`config.mk`:
```
export PLATFORM = sky130hd
export DESIGN_NAME = ntb_sram
export DESIGN_NICKNAME = d
export VERILOG_FILES = /design/src/rtl/ntb_sram_pkg.sv /design/src/rtl/ntb_sram_seq.sv /design/src/rtl/ntb_sram_mem.sv /design/src/rtl/ntb_sram.sv
export SDC_FILE = /design/constraint.sdc
export NUM_CORES = 2
export LEC_CHECK = 0
export CAP_MARGIN = 0
export CELL_PAD_IN_SITES_DETAIL_PLACEMENT = 1
export CELL_PAD_IN_SITES_GLOBAL_PLACEMENT = 1
export CORE_MARGIN = 2
export CORE_UTILIZATION = 62
export CTS_BUF_LIST = sky130_fd_sc_hd__clkbuf_2 sky130_fd_sc_hd__clkbuf_4 sky130_fd_sc_hd__clkbuf_8
export CTS_CLUSTER_DIAMETER = 50
export CTS_CLUSTER_SIZE = 8
export DETAILED_ROUTE_END_ITERATION = 10
export PLACE_DENSITY_LB_ADDON = 0.1
export SYNTH_ARGS = -nofsm -noshare
export SYNTH_HDL_FRONTEND = slang
export SYNTH_HIERARCHICAL = 1
export SYNTH_SLANG_ARGS = --single-unit
```
`constraint.sdc`:
```
create_clock -name clk -period 4 [get_ports clk]
set_input_delay 0.4 -clock clk [delete_from_list [all_inputs] [get_ports clk]]
set_output_delay 0.4 -clock clk [all_outputs]
set_load 0.03 [all_outputs]
```
`src/rtl/ntb_sram_pkg.sv`:
```
package ntb_sram_pkg;

    typedef enum logic [1:0] {
        OP_IDLE  = 2'd0,
        OP_READ  = 2'd1,
        OP_WRITE = 2'd2
    } op_e;

    // low address bits of a burst beat
    function automatic logic [1:0] beat_low(input logic [1:0] start,
                                            input logic [1:0] beat,
                                            input logic       ilv);
        return ilv ? (start ^ beat) : (start + beat);
    endfunction

endpackage

```
`src/rtl/ntb_sram_seq.sv`:
```
module ntb_sram_seq
    import ntb_sram_pkg::*;
#(
    parameter int AW = 6
) (
    input  logic          clk,
    input  logic          rst_n,
    input  logic          step,
    input  logic          load,
    input  logic          sel,
    input  logic          wr_n,
    input  logic [AW-1:0] addr,
    input  logic          ilv,
    output op_e           acc_op,
    output logic [AW-1:0] acc_addr
);

    typedef struct packed {
        logic          act;
        logic          wr;
        logic [AW-1:0] base;
        logic [1:0]    cnt;
        op_e           op;
        logic [AW-1:0] a;
    } seq_t;

    seq_t seq_d, seq_q;
    logic [1:0] cnt_inc;

    always_comb begin
        seq_d   = seq_q;
        cnt_inc = seq_q.cnt + 2'd1;
        if (step) begin
            if (load) begin
                if (sel) begin
                    seq_d.act  = 1'b1;
                    seq_d.wr   = !wr_n;
                    seq_d.base = addr;
                    seq_d.cnt  = 2'd0;
                    seq_d.op   = wr_n ? OP_READ : OP_WRITE;
                    seq_d.a    = addr;
                end else begin
                    seq_d.act = 1'b0;
                    seq_d.op  = OP_IDLE;
                end
            end else begin
                seq_d.cnt = cnt_inc;
                seq_d.a   = {seq_q.base[AW-1:2], beat_low(seq_q.base[1:0], cnt_inc, ilv)};
                if (!seq_q.act)
                    seq_d.op = OP_IDLE;
                else if (seq_q.wr)
                    seq_d.op = OP_WRITE;
                else
                    seq_d.op = OP_READ;
            end
        end
    end

    always_ff @(posedge clk or negedge rst_n) begin
        if (!rst_n)
            seq_q <= '0;
        else
            seq_q <= seq_d;
    end

    assign acc_op   = seq_q.op;
    assign acc_addr = seq_q.a;

endmodule

```
`src/rtl/ntb_sram_mem.sv`:
```
module ntb_sram_mem #(
    parameter int AW    = 6,
    parameter int LANES = 4,
    parameter int LW    = 9,
    localparam int DEPTH = 1 << AW,
    localparam int DW    = LANES * LW
) (
    input  logic             clk,
    input  logic             we,
    input  logic [LANES-1:0] lane_en,
    input  logic [AW-1:0]    waddr,
    input  logic [DW-1:0]    wdata,
    input  logic [AW-1:0]    raddr,
    output logic [DW-1:0]    rdata
);

    for (genvar l = 0; l < LANES; l++) begin : g_lane
        logic [LW-1:0] lane_mem [DEPTH];

        always_ff @(posedge clk) begin
            if (we && lane_en[l])
                lane_mem[waddr] <= wdata[l*LW +: LW];
        end

        assign rdata[l*LW +: LW] = lane_mem[raddr];
    end

endmodule

```
`src/rtl/ntb_sram.sv`:
```
module ntb_sram
    import ntb_sram_pkg::*;
#(
    parameter int AW    = 6,
    parameter int LANES = 4,
    parameter int LW    = 9,
    localparam int DW   = LANES * LW
) (
    input  logic             clk,
    input  logic             rst_n,
    input  logic             cke_n,
    input  logic             cs_a_n,
    input  logic             cs_b,
    input  logic             cs_c_n,
    input  logic             adv_ld,
    input  logic             wr_n,
    input  logic [LANES-1:0] bw_n,
    input  logic             burst_ilv,
    input  logic             oe_n,
    input  logic [AW-1:0]    addr,
    input  logic [DW-1:0]    dq_in,
    output logic [DW-1:0]    dq_out,
    output logic             dq_oe
);

    typedef struct packed {
        logic          wpend;
        logic [AW-1:0] waddr;
        logic          rvalid;
        logic [DW-1:0] dout;
    } pipe_t;

    pipe_t pipe_d, pipe_q;

    logic          sel;
    logic          step;
    op_e           s1_op;
    logic [AW-1:0] s1_addr;
    logic [DW-1:0] arr_rd;
    logic [DW-1:0] merged;
    logic          fwd_hit;

    assign sel  = !cs_a_n && cs_b && !cs_c_n;
    assign step = !cke_n;

    ntb_sram_seq #(.AW(AW)) u_seq (
        .clk      (clk),
        .rst_n    (rst_n),
        .step     (step),
        .load     (!adv_ld),
        .sel      (sel),
        .wr_n     (wr_n),
        .addr     (addr),
        .ilv      (burst_ilv),
        .acc_op   (s1_op),
        .acc_addr (s1_addr)
    );

    ntb_sram_mem #(.AW(AW), .LANES(LANES), .LW(LW)) u_mem (
        .clk     (clk),
        .we      (step && pipe_q.wpend),
        .lane_en (~bw_n),
        .waddr   (pipe_q.waddr),
        .wdata   (dq_in),
        .raddr   (s1_addr),
        .rdata   (arr_rd)
    );

    assign fwd_hit = pipe_q.wpend && (pipe_q.waddr == s1_addr);

    for (genvar l = 0; l < LANES; l++) begin : g_fwd
        assign merged[l*LW +: LW] = (fwd_hit && !bw_n[l]) ? dq_in[l*LW +: LW]
                                                           : arr_rd[l*LW +: LW];
    end

    always_comb begin
        pipe_d = pipe_q;
        if (step) begin
            pipe_d.wpend  = (s1_op == OP_WRITE);
            pipe_d.waddr  = s1_addr;
            pipe_d.rvalid = (s1_op == OP_READ);
            if (s1_op == OP_READ)
                pipe_d.dout = merged;
        end
    end

    always_ff @(posedge clk or negedge rst_n) begin
        if (!rst_n)
            pipe_q <= '0;
        else
            pipe_q <= pipe_d;
    end

    assign dq_out = pipe_q.dout;
    assign dq_oe  = pipe_q.rvalid && !oe_n;

endmodule

```
==> tab_implementation.tex <==
\begin{tabular}{lr}
\hline
Metric & Value \\
\hline
\multicolumn{2}{l}{\textbf{Status}} \\
\quad Result of the run & finished with violations \\
\quad Violations in the final reports & DRC, capacitance limit, slew limit \\
\multicolumn{2}{l}{\textbf{Finish}} \\
\quad Layout cells sized above 1 & 0.282 \\
\quad Final Instance Count excl. Fillers & 6874 \\
\quad Layout overhead on the synthesized area & 10.4\% \\
\quad Number of nets in the layout & 4885 \\
\quad Final instance area & 102000 um2 \\
\quad FILL cells & 11600 \\
\multicolumn{2}{l}{\textbf{Global routing}} \\
\quad Vias in the first global route & 51000 \\
\quad Antenna violations before repair & 32 \\
\quad Wire length of the first global-routing pass & 389 mm \\
\quad Global-route track usage on met3 & 0.109 \\
\quad Met2 usage in global routing & 0.547 \\
\quad Routing usage on met1 & 0.514 \\
\quad GRT overflow & 0 \\
\quad Most heavily used metal layer in global routing & met2 \\
\quad All-Layer GR Usage & 0.369 \\
\quad Maximum number of pins on one net before global-route repair & 77 \\
\multicolumn{2}{l}{\textbf{Route}} \\
\quad Via count & roughly 50000 \\
\quad Number of DRC markers in iteration 0 & 6716 \\
\quad Antenna violation net count after detailed routing & 0 \\
\quad Final Routed Wirelength & between 200 and 300 mm \\
\quad Routed wire per std cell & 40.0 um \\
\quad Pre-antenna DRT Iters & 11 \\
\quad Routed vias/inst & 7.27 \\
\quad DR DRC count & 3 \\
\multicolumn{2}{l}{\textbf{Clock network}} \\
\quad Number of clock sinks seen by CTS & 2366 \\
\quad Maximum clock insertion buffer count & 4 \\
\quad Root cell of the clock tree & sky130\_fd\_sc\_hd\_\_clkbuf\_8 \\
\quad Number of buffers added by the clock tree synthesis step & 346 \\
\quad Clock insertion delay at the later pin of the skew report & 1.04 ns \\
\quad Clock-pin slew on the worst setup and hold paths & 0.07 ns \\
\quad CTS tree & yes \\
\quad Number of H-tree levels & 5 \\
\multicolumn{2}{l}{\textbf{Pwr}} \\
\quad Total power after layout & 57100 uW \\
\quad Max rail drop VDD & 0.496 mV \\
\quad Power density over cell area & 561 nW/um2 \\
\quad Leak Pwr & between 0.03 and 0.04 uW \\
\multicolumn{2}{l}{\textbf{Min path}} \\
\quad Class of the tightest hold or removal check & primary input to flop \\
\multicolumn{2}{l}{\textbf{Timing}} \\
\quad Highest achievable clock rate & 0.261 GHz \\
\quad Final critical-path required period & around 3.8 ns \\
\quad Slew Limit Fails & 12 \\
\quad Worst Skew & roughly 0.074 ns \\
\quad Tightest Pin Transition & 1.55 ns \\
\quad Final-report setup violation count & 0 \\
\quad Setup TNS & 0 ns \\
\quad Fin. Hold Viols & 0 \\
\quad Final worst-path setup slack & approximately 0.17 ns \\
\quad Tcrit/Tclk final & 0.957 \\
\quad Relative slew slack & -0.0443 \\
\quad RSZ-0062 raised after global routing & false \\
\multicolumn{2}{l}{\textbf{Floorplan}} \\
\quad Effective utilization at floorplan & 0.624 \\
\quad Die width & 390 um \\
\quad Height of the die & between 300 and 400 um \\
\quad Number of core rows & roughly 140 \\
\quad Boundary Pins & 93 \\
\quad Core area & approximately 150000 um2 \\
\quad DIE AREA & 152000 um2 \\
\multicolumn{2}{l}{\textbf{Logic synthesis}} \\
\quad Top post-synthesis cells by area & sky130\_fd\_sc\_hd\_\_edfxtp\_1, sky130\_fd\_sc\_hd\_\_mux4\_2, sky130\_fd\_sc\_hd\_\_dfrtp\_1 \\
\quad Cell count after synthesis & roughly 4400 \\
\quad Number of synthesized flops with an enable pin & 2304 \\
\quad Main flop type after synthesis & sky130\_fd\_sc\_hd\_\_edfxtp\_1 \\
\quad Combinational family with the most area after synthesis & multiplexers \\
\quad Mux contribution to synthesized area & 0.151 \\
\quad Synthesized Nets & 4494 \\
\quad Adder-cell share of the synthesized area & 0.000136 \\
\quad Simple-gate portion of the synthesized area & 0.0296 \\
\quad Fraction of registers with async set or reset after synthesis & 0.0262 \\
\quad Register area share after synthesis & 0.766 \\
\quad Xor and xnor area share after synthesis & 0.000990 \\
\quad Post-synthesis cell type with the largest combined area & sky130\_fd\_sc\_hd\_\_edfxtp\_1 \\
\quad Share of the synthesized area in compound gates (AO/OA/AOI/OAI) & 0.0329 \\
\quad Warning count from the yosys run & 6 \\
\quad Syn\_area\_per\_cell & 20.8 um2 \\
\quad Number of distinct library cell variants in the gate-level netlist after synthesis & 63 \\
\quad Flip-flop and latch count after synthesis & 2366 \\
\quad Synth top area share & 0.750 \\
\quad Area of the mapped netlist & roughly 90000 um2 \\
\multicolumn{2}{l}{\textbf{Setup path}} \\
\quad Maximum fanout count along the critical path & 32 \\
\quad Arrival time worst endpoint & 4.77 ns \\
\quad Ordered cell list for the critical path & or3\_1, buf\_4, o22ai\_1, nor4\_1, a2bb2oi\_1, o31ai\_2, a21oi\_1 \\
\quad Required time worst endpoint & approximately 4.9 ns \\
\quad Critical-path top delay cell & sky130\_fd\_sc\_hd\_\_nor4\_1 \\
\quad Critical path class & flop to flop \\
\quad FF-to-FF setup slack & 0.17 ns \\
\quad Setup crit end kind & flop \\
\quad Biggest cell delay along the critical path & between 1 and 1.5 ns \\
\quad Critical Path Source Type & flop \\
\multicolumn{2}{l}{\textbf{Placed design}} \\
\quad Dpl cells & 6388 \\
\quad DP Worst Slack & approximately 0.10 ns \\
\quad Standard cell area after detailed placement & 96000 um2 \\
\quad Final weighted congestion of routability-driven global placement & between 0.9 and 1 \\
\quad Placed wire-length estimate after detailed placement & 181 mm \\
\quad Total of buffers placed on input and output ports & 92 \\
\multicolumn{2}{l}{\textbf{Run}} \\
\quad MaxCap Viol Count & 2 \\
\hline
\end{tabular}
==> registers in the layout, indices dropped and copies added (netlist names) <==
register	cells
u_seq/acc_addr	6
pipe_q	8
u_seq/acc_op	2
u_mem/g_lane.lane_mem	2304
dq_out	36
u_seq/seq_q	10
==> where the power goes <==
group / internal, uW / switching (uW) / total (uW)
clock network: 8740 / 8510 / 17200
logic: 4780 / 6910 / 11700
registers: 27400 / 763 / 28200
total: 40900 / 16200 / 57100
==> metrics by stage <==
step | hold slack [ns] | utilization
6_report | 0.0507 | 0.689
5_1_grt | 0.0555 | 0.689
4_1_cts | 0.00128 | 0.689
3_5_place_dp | 0.507 | 0.650
3_3_place_gp | 0.485 | 0.650
2_1_floorplan | 0.104 | -
==> cell usage after synthesis (15+ instances only) <==
library cell and count:
sky130_fd_sc_hd__nor3_1 21, sky130_fd_sc_hd__buf_2 76, sky130_fd_sc_hd__mux4_2 564, sky130_fd_sc_hd__o22ai_1 161, sky130_fd_sc_hd__dfrtp_1 62, sky130_fd_sc_hd__edfxtp_1 2304, sky130_fd_sc_hd__nand2_1 128, sky130_fd_sc_hd__a221oi_1 21
sky130_fd_sc_hd__mux2_2 33, sky130_fd_sc_hd__o31ai_2 27, sky130_fd_sc_hd__mux2i_1 83, sky130_fd_sc_hd__buf_1 18, sky130_fd_sc_hd__nor4_1 25, sky130_fd_sc_hd__a21oi_1 78, sky130_fd_sc_hd__buf_4 83, sky130_fd_sc_hd__o221ai_1 19
sky130_fd_sc_hd__clkbuf_1 130, sky130_fd_sc_hd__a31oi_1 35, sky130_fd_sc_hd__o21ai_0 31, sky130_fd_sc_hd__nand2b_1 15, sky130_fd_sc_hd__nor2_1 333, sky130_fd_sc_hd__and3_1 32, sky130_fd_sc_hd__nor2b_1 18
==> critical path, delay by kind of cell (launching register included) <==
family	cells	cell delay (ns)
AOI/OAI and AO/OA	4	0.80
DFF	1	0.79
buffers and inverters	1	0.43
and+or+nand+nor	2	1.67
==> layer usage <==
layer  part of all wire  wire [um]
met3               0.13      35400
met1               0.36      98900
met2               0.46     126000
met4              0.054      14900
met5            0.00073        200
==> timing repair <==
item                                    CTS  global route
hold endpoints to repair                391             0
hold buffers                             22             0
gates resized for setup                   0             1
endpoints found under the setup margin    0             1
buffers inserted                          0             0
==> final timing paths <==
path	endpoint	from	depth (start not counted)
max	dq_out[29]$_DFFE_PN0P_	u_seq/acc_addr[3]$_DFFE_PN0P_	7
min	u_mem/g_lane[1].lane_mem[20][5]$_DFFE_PP_	dq_in[14]	1
min in group asynchronous	dq_out[35]$_DFFE_PN0P_	rst_n	2
max in group asynchronous	u_seq/acc_addr[1]$_DFFE_PN0P_	rst_n	3
min reg2reg	u_seq/seq_q[10]$_DFFE_PN0P_	u_seq/seq_q[10]$_DFFE_PN0P_	1
max reg2reg	dq_out[29]$_DFFE_PN0P_	u_seq/acc_addr[3]$_DFFE_PN0P_	7
==> cells by family (layout without fill, tap and decap cells) <==
| group | Yosys count | after routing |
|---|---|---|
| DFF | 2366 | 2366 |
| muxes | 685 | 685 |
| and+or+nand+nor | 617 | 617 |
| AOI/OAI and AO/OA | 436 | 436 |
| buffers and inverters | 324 | 815 |
| xor gates and xnor gates | 8 | 8 |
| adders and majority gates | 1 | 1 |
| other | 0 | 16 |
==> layout make-up <==
| cell class | count | area [um2] | area share |
|---|---|---|---|
| diodes | 16 | 40.0 | 0.000393 |
| clock buffers | 440 | 5510 | 0.0540 |
| clock inverters | 8 | 63.8 | 0.000626 |
| inverters | 10 | 37.5 | 0.000369 |
| multi-input cells | 1747 | 19900 | 0.195 |
| flip-flops and latches | 2366 | 70800 | 0.695 |
| well taps | 1930 | 2410 | 0.0237 |
| repair buffers | 357 | 3140 | 0.0309 |
==> cells in the final DEF (no fill, tap or decap), drive strengths merged, types with 31 or more instances in the layout <==
| cell | count |
|---|---|
| buf | 280 |
| o22ai | 161 |
| mux4 | 564 |
| clkdlybuf4s50 | 55 |
| dfrtp | 62 |
| nand2 | 128 |
| o31ai | 36 |
| clkbuf | 440 |
| and3 | 38 |
| a21oi | 78 |
| mux2 | 38 |
| nor2 | 334 |
| mux2i | 83 |
| a31oi | 35 |
| o21ai | 31 |
| edfxtp | 2304 |
Note: power is estimated with default switching activity, not from simulation.
